**config.mk**
```make
export PLATFORM = sky130hd
export DESIGN_NAME = dacwr_i2c_slave
export DESIGN_NICKNAME = d
export VERILOG_FILES = /design/src/rtl/dacwr_pkg.sv /design/src/rtl/dacwr_bus_front.sv /design/src/rtl/dacwr_byte_rx.sv /design/src/rtl/dacwr_decode.sv /design/src/rtl/dacwr_i2c_slave.sv
export SDC_FILE = /design/constraint.sdc
export NUM_CORES = 1
export LEC_CHECK = 0
export CORE_MARGIN = 3
export CORE_UTILIZATION = 40
export CTS_CLUSTER_DIAMETER = 30
export CTS_CLUSTER_SIZE = 40
export DETAILED_ROUTE_END_ITERATION = 8
export GPL_TIMING_DRIVEN = 0
export SYNTH_ARGS = -nofsm -noshare
export SYNTH_HDL_FRONTEND = slang
export SYNTH_SLANG_ARGS = --single-unit
```
**constraint.sdc**
```tcl
create_clock -name clk -period 2.6 [get_ports clk]
set_input_delay 0.52 -clock clk [delete_from_list [all_inputs] [get_ports clk]]
set_output_delay 0.52 -clock clk [all_outputs]
set_load 0.01 [all_outputs]
```
**src/rtl/dacwr_pkg.sv**
```systemverilog
package dacwr_pkg;

    typedef enum logic [2:0] {
        PH_IDLE,
        PH_ADDR,
        PH_CTRL,
        PH_HIGH,
        PH_LOW,
        PH_SKIP
    } phase_e;

    typedef struct packed {
        logic load1;
        logic load0;
        logic bcast;
        logic pd_sel;
    } ctrl_t;

endpackage

```
**src/rtl/dacwr_bus_front.sv**
```systemverilog
module dacwr_bus_front #(
    parameter int SYNC_STAGES = 2
) (
    input  logic clk,
    input  logic rst_n,
    input  logic scl_i,
    input  logic sda_i,
    output logic scl_lvl,
    output logic sda_lvl,
    output logic scl_rise,
    output logic scl_fall,
    output logic bus_start,
    output logic bus_stop
);

    localparam int NS = (SYNC_STAGES < 2) ? 2 : SYNC_STAGES;

    typedef struct packed {
        logic [NS-1:0] scl_ch;
        logic [NS-1:0] sda_ch;
        logic          scl_p;
        logic          sda_p;
    } front_t;

    front_t q, d;

    always_comb begin
        d        = q;
        d.scl_ch = {q.scl_ch[NS-2:0], scl_i};
        d.sda_ch = {q.sda_ch[NS-2:0], sda_i};
        d.scl_p  = q.scl_ch[NS-1];
        d.sda_p  = q.sda_ch[NS-1];
    end

    always_ff @(posedge clk or negedge rst_n) begin
        if (!rst_n) begin
            q <= '{scl_ch: '1, sda_ch: '1, scl_p: 1'b1, sda_p: 1'b1};
        end else begin
            q <= d;
        end
    end

    assign scl_lvl   = q.scl_ch[NS-1];
    assign sda_lvl   = q.sda_ch[NS-1];
    assign scl_rise  = scl_lvl & ~q.scl_p;
    assign scl_fall  = ~scl_lvl & q.scl_p;
    // SDA edges while SCL stays high are bus conditions
    assign bus_start = scl_lvl & q.scl_p & q.sda_p & ~sda_lvl;
    assign bus_stop  = scl_lvl & q.scl_p & ~q.sda_p & sda_lvl;

endmodule

```
**src/rtl/dacwr_byte_rx.sv**
```systemverilog
module dacwr_byte_rx #(
    parameter int BYTE_W = 8
) (
    input  logic              clk,
    input  logic              rst_n,
    input  logic              sda_lvl,
    input  logic              scl_rise,
    input  logic              scl_fall,
    input  logic              bus_start,
    input  logic              bus_stop,
    input  logic              ack_req,
    output logic [BYTE_W-1:0] byte_val,
    output logic              byte_done,
    output logic              sda_oe
);

    localparam int CNT_W = $clog2(BYTE_W + 1);
    localparam logic [CNT_W-1:0] FULL = CNT_W'(BYTE_W);

    typedef struct packed {
        logic [BYTE_W-1:0] shreg;
        logic [CNT_W-1:0]  cnt;
        logic              in_ack;
        logic              oe;
    } rx_t;

    rx_t q, d;

    always_comb begin
        d         = q;
        byte_done = 1'b0;
        if (bus_start || bus_stop) begin
            d.cnt    = '0;
            d.in_ack = 1'b0;
            d.oe     = 1'b0;
        end else if (scl_rise && !q.in_ack && (q.cnt < FULL)) begin
            d.shreg = {q.shreg[BYTE_W-2:0], sda_lvl};
            d.cnt   = q.cnt + 1'b1;
        end else if (scl_fall) begin
            if (q.in_ack) begin
                // ninth pulse over: release and start next byte
                d.in_ack = 1'b0;
                d.oe     = 1'b0;
                d.cnt    = '0;
            end else if (q.cnt == FULL) begin
                byte_done = 1'b1;
                d.in_ack  = 1'b1;
                d.oe      = ack_req;
            end
        end
    end

    always_ff @(posedge clk or negedge rst_n) begin
        if (!rst_n) begin
            q <= '0;
        end else begin
            q <= d;
        end
    end

    assign byte_val = q.shreg;
    assign sda_oe   = q.oe;

endmodule

```
**src/rtl/dacwr_decode.sv**
```systemverilog
module dacwr_decode
    import dacwr_pkg::*;
#(
    parameter int          BYTE_W  = 8,
    parameter logic [5:0]  ADDR_HI = 6'b100110
) (
    input  logic                clk,
    input  logic                rst_n,
    input  logic                addr_sel,
    input  logic                bus_start,
    input  logic                bus_stop,
    input  logic                byte_done,
    input  logic [BYTE_W-1:0]   byte_val,
    output logic                ack_req,
    output logic                in_skip,
    output logic                upd_strobe,
    output logic [2*BYTE_W-1:0] upd_word,
    output logic                upd_is_pd,
    output logic                upd_load1,
    output logic                upd_load0,
    output logic                upd_bcast
);

    localparam int WORD_W = 2 * BYTE_W;

    typedef struct packed {
        phase_e            phase;
        ctrl_t             ctrl;
        logic [BYTE_W-1:0] hi;
        logic [WORD_W-1:0] word;
        ctrl_t             out_ctrl;
        logic              strobe;
    } dec_t;

    dec_t q, d;
    logic addr_hit;

    assign addr_hit = (byte_val == {ADDR_HI, addr_sel, 1'b0});

    always_comb begin
        case (q.phase)
            PH_ADDR:                  ack_req = addr_hit;
            PH_CTRL, PH_HIGH, PH_LOW: ack_req = 1'b1;
            default:                  ack_req = 1'b0;
        endcase
    end

    always_comb begin
        d        = q;
        d.strobe = 1'b0;
        if (bus_start) begin
            d.phase = PH_ADDR;
        end else if (bus_stop) begin
            d.phase = PH_IDLE;
        end else if (byte_done) begin
            case (q.phase)
                PH_ADDR: d.phase = addr_hit ? PH_CTRL : PH_SKIP;
                PH_CTRL: begin
                    d.ctrl  = '{load1:  byte_val[7], load0: byte_val[6],
                                bcast:  byte_val[4], pd_sel: byte_val[0]};
                    d.phase = PH_HIGH;
                end
                PH_HIGH: begin
                    d.hi    = byte_val;
                    d.phase = PH_LOW;
                end
                PH_LOW: begin
                    d.word     = {q.hi, byte_val};
                    d.out_ctrl = q.ctrl;
                    d.strobe   = 1'b1;
                    d.phase    = PH_HIGH;
                end
                default: d.phase = q.phase;
            endcase
        end
    end

    always_ff @(posedge clk or negedge rst_n) begin
        if (!rst_n) begin
            q <= '{phase: PH_IDLE, default: '0};
        end else begin
            q <= d;
        end
    end

    assign in_skip    = (q.phase == PH_SKIP);
    assign upd_strobe = q.strobe;
    assign upd_word   = q.word;
    assign upd_is_pd  = q.out_ctrl.pd_sel;
    assign upd_load1  = q.out_ctrl.load1;
    assign upd_load0  = q.out_ctrl.load0;
    assign upd_bcast  = q.out_ctrl.bcast;

endmodule

```
**src/rtl/dacwr_i2c_slave.sv**
```systemverilog
module dacwr_i2c_slave #(
    parameter int         SYNC_STAGES = 2,
    parameter int         BYTE_W      = 8,
    parameter logic [5:0] ADDR_HI     = 6'b100110
) (
    input  logic                clk,
    input  logic                rst_n,
    input  logic                scl_i,
    input  logic                sda_i,
    output logic                sda_oe,
    input  logic                addr_sel,
    output logic                upd_strobe,
    output logic [2*BYTE_W-1:0] upd_word,
    output logic                upd_is_pd,
    output logic                upd_load1,
    output logic                upd_load0,
    output logic                upd_bcast
);

    logic              scl_lvl, sda_lvl, scl_rise, scl_fall;
    logic              bus_start, bus_stop;
    logic              ack_req, byte_done, in_skip;
    logic [BYTE_W-1:0] byte_val;

    dacwr_bus_front #(.SYNC_STAGES(SYNC_STAGES)) u_front (
        .clk      (clk),
        .rst_n    (rst_n),
        .scl_i    (scl_i),
        .sda_i    (sda_i),
        .scl_lvl  (scl_lvl),
        .sda_lvl  (sda_lvl),
        .scl_rise (scl_rise),
        .scl_fall (scl_fall),
        .bus_start(bus_start),
        .bus_stop (bus_stop)
    );

    dacwr_byte_rx #(.BYTE_W(BYTE_W)) u_rx (
        .clk      (clk),
        .rst_n    (rst_n),
        .sda_lvl  (sda_lvl),
        .scl_rise (scl_rise),
        .scl_fall (scl_fall),
        .bus_start(bus_start),
        .bus_stop (bus_stop),
        .ack_req  (ack_req),
        .byte_val (byte_val),
        .byte_done(byte_done),
        .sda_oe   (sda_oe)
    );

    dacwr_decode #(.BYTE_W(BYTE_W), .ADDR_HI(ADDR_HI)) u_dec (
        .clk       (clk),
        .rst_n     (rst_n),
        .addr_sel  (addr_sel),
        .bus_start (bus_start),
        .bus_stop  (bus_stop),
        .byte_done (byte_done),
        .byte_val  (byte_val),
        .ack_req   (ack_req),
        .in_skip   (in_skip),
        .upd_strobe(upd_strobe),
        .upd_word  (upd_word),
        .upd_is_pd (upd_is_pd),
        .upd_load1 (upd_load1),
        .upd_load0 (upd_load0),
        .upd_bcast (upd_bcast)
    );

endmodule

```
==> results.json <==
{
  "power.internal_mw": 1.24,
  "postCtsSetupRepairBufs": 0,
  "clock.fmax_mhz": 428,
  "grt-ovfl-total": 0,
  "wl_per_cell_um": 13.4,
  "vias": 1448,
  "seqCellArea_sq_um": 1410,
  "drc": 0,
  "synth_cell_types": 37,
  "fin_crit_ns": 2.34,
  "ant_nets": 0,
  "antenna_found_initial": 0,
  "gp_congestion": 0.748,
  "swShare_pct": 26.8,
  "status": "completed",
  "skew_ns": 0.00604,
  "power_mw": 1.70,
  "n_antenna_cell": 0,
  "die_area_sq_um": 7250,
  "cp_data_arrival_time_ns": 2.53,
  "grtUsageTotal_pct": 12.2,
  "power_density_nw_per_um2": 573,
  "clk_latency_ns": 0.30,
  "vdd.ir_drop.worst_uv": 300,
  "synth_edf_count": 0,
  "yosysSeqAreaShare_pct": 56.2,
  "post-route-period-util_pct": 89.8,
  "cts_max_level": 2,
  "comb_power_share_pct": 11.8,
  "fin_util_pct": 49.5,
  "slowest_delay_ns": 0.90,
  "cp-start-kind": "register",
  "die_w_um": 85.2,
  "clk_path_buf_depth": 2,
  "grt_pass1_vias": 1416,
  "synth_top_area_cell": "dfrtp_1",
  "layout.nets": 227,
  "synth.avg_cell_area_sq_um": 13.6,
  "synth_top_area_share_pct": 49.9,
  "switching_power_mw": 0.456,
  "postCtsHoldBufs": 0,
  "seq_power_share_pct": 61.5,
  "portBuffers": 26,
  "std_cell_rows": 28,
  "setup_ws_ns": 0.265,
  "crit_path_cell_trace": "nor4b_1, buf_2, mux2_2",
  "die_h_um": 85.2,
  "yosys-top-cells-area": "dfrtp_1 50%, mux2_4 12%, mux2_2 9.4%",
  "grt_pass1_wl_um": 7050,
  "drv_slew": 0,
  "cts_sinks": 56,
  "initial_core_util_pct": 41.9,
  "cts-resized-gates": 0,
  "vias_per_cell": 4.91,
  "rsz0062_at_grt": "false",
  "areaGrowthSynthToFinish_pct": 18.3,
  "hold_viol_final": 0,
  "path_max_fanout": 10,
  "async_reset_ff_share_pct": 100,
  "syn_inst": 185,
  "multi_input_area_sq_um": 917,
  "drt_wl_total_um": 3950,
  "worst_pin_slew_ns": 1.10,
  "pre_cts_ws_ns": 0.214,
  "max_cap_viol_count": 0,
  "syn_area_sq_um": 2510,
  "cp-end-kind": "register",
  "layout-drive-gt1-share_pct": 36.4,
  "io_pins": 27,
  "cp.required_ns": 2.80,
  "slowest_stage": "nor4b_1",
  "cts_made_buffers": 5,
  "cts_tree": "done",
  "path_clk_slew_ns": 0.09,
  "syn-num-nets": 192,
  "synthFlopType": "dfrtp_1",
  "max_slew_margin_pct": 25.4,
  "grt_start_max_net_pins": 41,
  "min_path_type": "input pin to asynchronous set/reset pin",
  "dp.final_hpwl_um": 2820,
  "yosys_warnings": 0,
  "leakagePower_nw": 1.43,
  "clockPowerShare_pct": 26.7,
  "clockRootBuffer": "clkbuf_8",
  "core_sq_um": 5990,
  "critPathKind": "register to register",
  "final_cell_area_sq_um": 2970,
  "placed_area_sq_um": 2880,
  "drt_iter0_markers": 57,
  "firstDrtPassIters": 4,
  "setup_viol": 0,
  "n_fill_cell": 537,
  "ys_seq_elements": 56
}
worst paths after layout:
check / end / cells after the start / slack, ns / start
max: u_rx.byte_val[1]$_DFFE_PN0N_ / 3 / 0.26 / u_front.scl_lvl$_DFF_PN1_
min: u_dec.upd_word[4]$_DFFE_PN0P_ / 1 / 0.13 / rst_n
max reg2reg: u_rx.byte_val[1]$_DFFE_PN0N_ / 3 / 0.26 / u_front.scl_lvl$_DFF_PN1_
min reg2reg: u_front.scl_lvl$_DFF_PN1_ / 0 / 0.36 / u_front.d[5]$_DFF_PN1_
max in group asynchronous: u_rx.q[1]$_DFFE_PN0P_ / 2 / 1.93 / rst_n
min in group clk: u_front.scl_lvl$_DFF_PN1_ / 0 / 0.36 / u_front.d[5]$_DFF_PN1_
stage by stage:
stage	setup TNS [ns]	cells	hold slack, ns
after floorplan	0	185	0.224
final	0	295	0.127
after detailed placement	0	287	0.347
after global routing	0	295	0.138
after global placement	-36.10	286	0.346
after CTS	0	294	0.134
area by class of cell:
class | instances | area share [%]
plain buffers | 21 | 5.49
clock buffers | 5 | 2.32
clock inverters | 2 | 0.422
inverters | 5 | 0.633
multi-input cells | 103 | 30.9
flip-flops and latches | 56 | 47.5
well taps | 75 | 3.16
repair buffers | 28 | 9.54
cells by family (layout without fill, tap and decap cells):
family	count (synthesis)	count (layout)	synth area share, %
DFF	56	56	56.2
buffers and inverters	26	61	7.24
and+or+nand+nor	41	41	9.23
AOI/OAI and AO/OA	15	15	3.54
xor gates and xnor gates	4	4	1.40
adders and majority gates	2	2	0.998
muxes	41	41	21.4
power by group through the flow:
| stage | sequential, mW | combinational, mW | clock [mW] |
|---|---|---|---|
| after floorplan | 1.03 | 0.154 | 0 |
| after global placement | 1.06 | 0.195 | 0 |
| after detailed placement | 1.07 | 0.203 | 0 |
| after CTS | 1.05 | 0.204 | 0.474 |
| after global routing | 1.07 | 0.229 | 0.507 |
| final | 1.04 | 0.200 | 0.453 |
flip-flops by register name (all words and copies together) (netlist names):
register	flops
u_dec.upd_load0	1
u_dec.q	15
u_rx.q	5
u_front.d	2
u_rx.byte_val	8
u_front.sda_lvl	1
u_dec.upd_is_pd	1
u_front.scl_lvl	1
u_rx.sda_oe	1
u_front.q	2
u_dec.upd_word	16
u_dec.upd_load1	1
u_dec.upd_strobe	1
u_dec.upd_bcast	1
layout by cell type, fill, tap and decap left out, drive strengths merged, types with 2 or more instances in the layout:
| cell type | n |
|---|---|
| a21oi | 4 |
| buf | 23 |
| clkbuf | 6 |
| clkdlybuf4s50 | 25 |
| dfrtp | 50 |
| dfstp | 6 |
| ha | 2 |
| inv | 5 |
| mux2 | 41 |
| nand2 | 13 |
| nand2b | 3 |
| nand3 | 2 |
| nand4 | 2 |
| nor2 | 6 |
| nor2b | 2 |
| o21ai | 7 |
| or4 | 2 |
| xnor2 | 3 |
routing by layer:
layer  share of wire [%]  track usage (%)  up-vias
li1                    -                -      699
met1                  48             17.0      715
met2                  47             18.6       28
met3                 4.3             3.30        6
met4                 1.4             3.88        0
met5                   0                0        -
cell usage after synthesis, drive strengths merged (2+ instances only):
master	instances
dfrtp	50
or4	2
a21oi	4
nand3	2
nand2b	3
o21ai	7
inv	5
nand2	13
mux2	41
ha	2
dfstp	6
nor2b	2
buf	20
nand4	2
nor2	6
xnor2	3
worst max-delay path: cells and delay by family (launching register included):
family,cells,cell delay (ns)
AND/OR/NAND/NOR,1,0.90
flip-flops,1,0.60
buffers and inverters,1,0.38
multiplexers,1,0.35
Power figures use the tool's default switching activity.
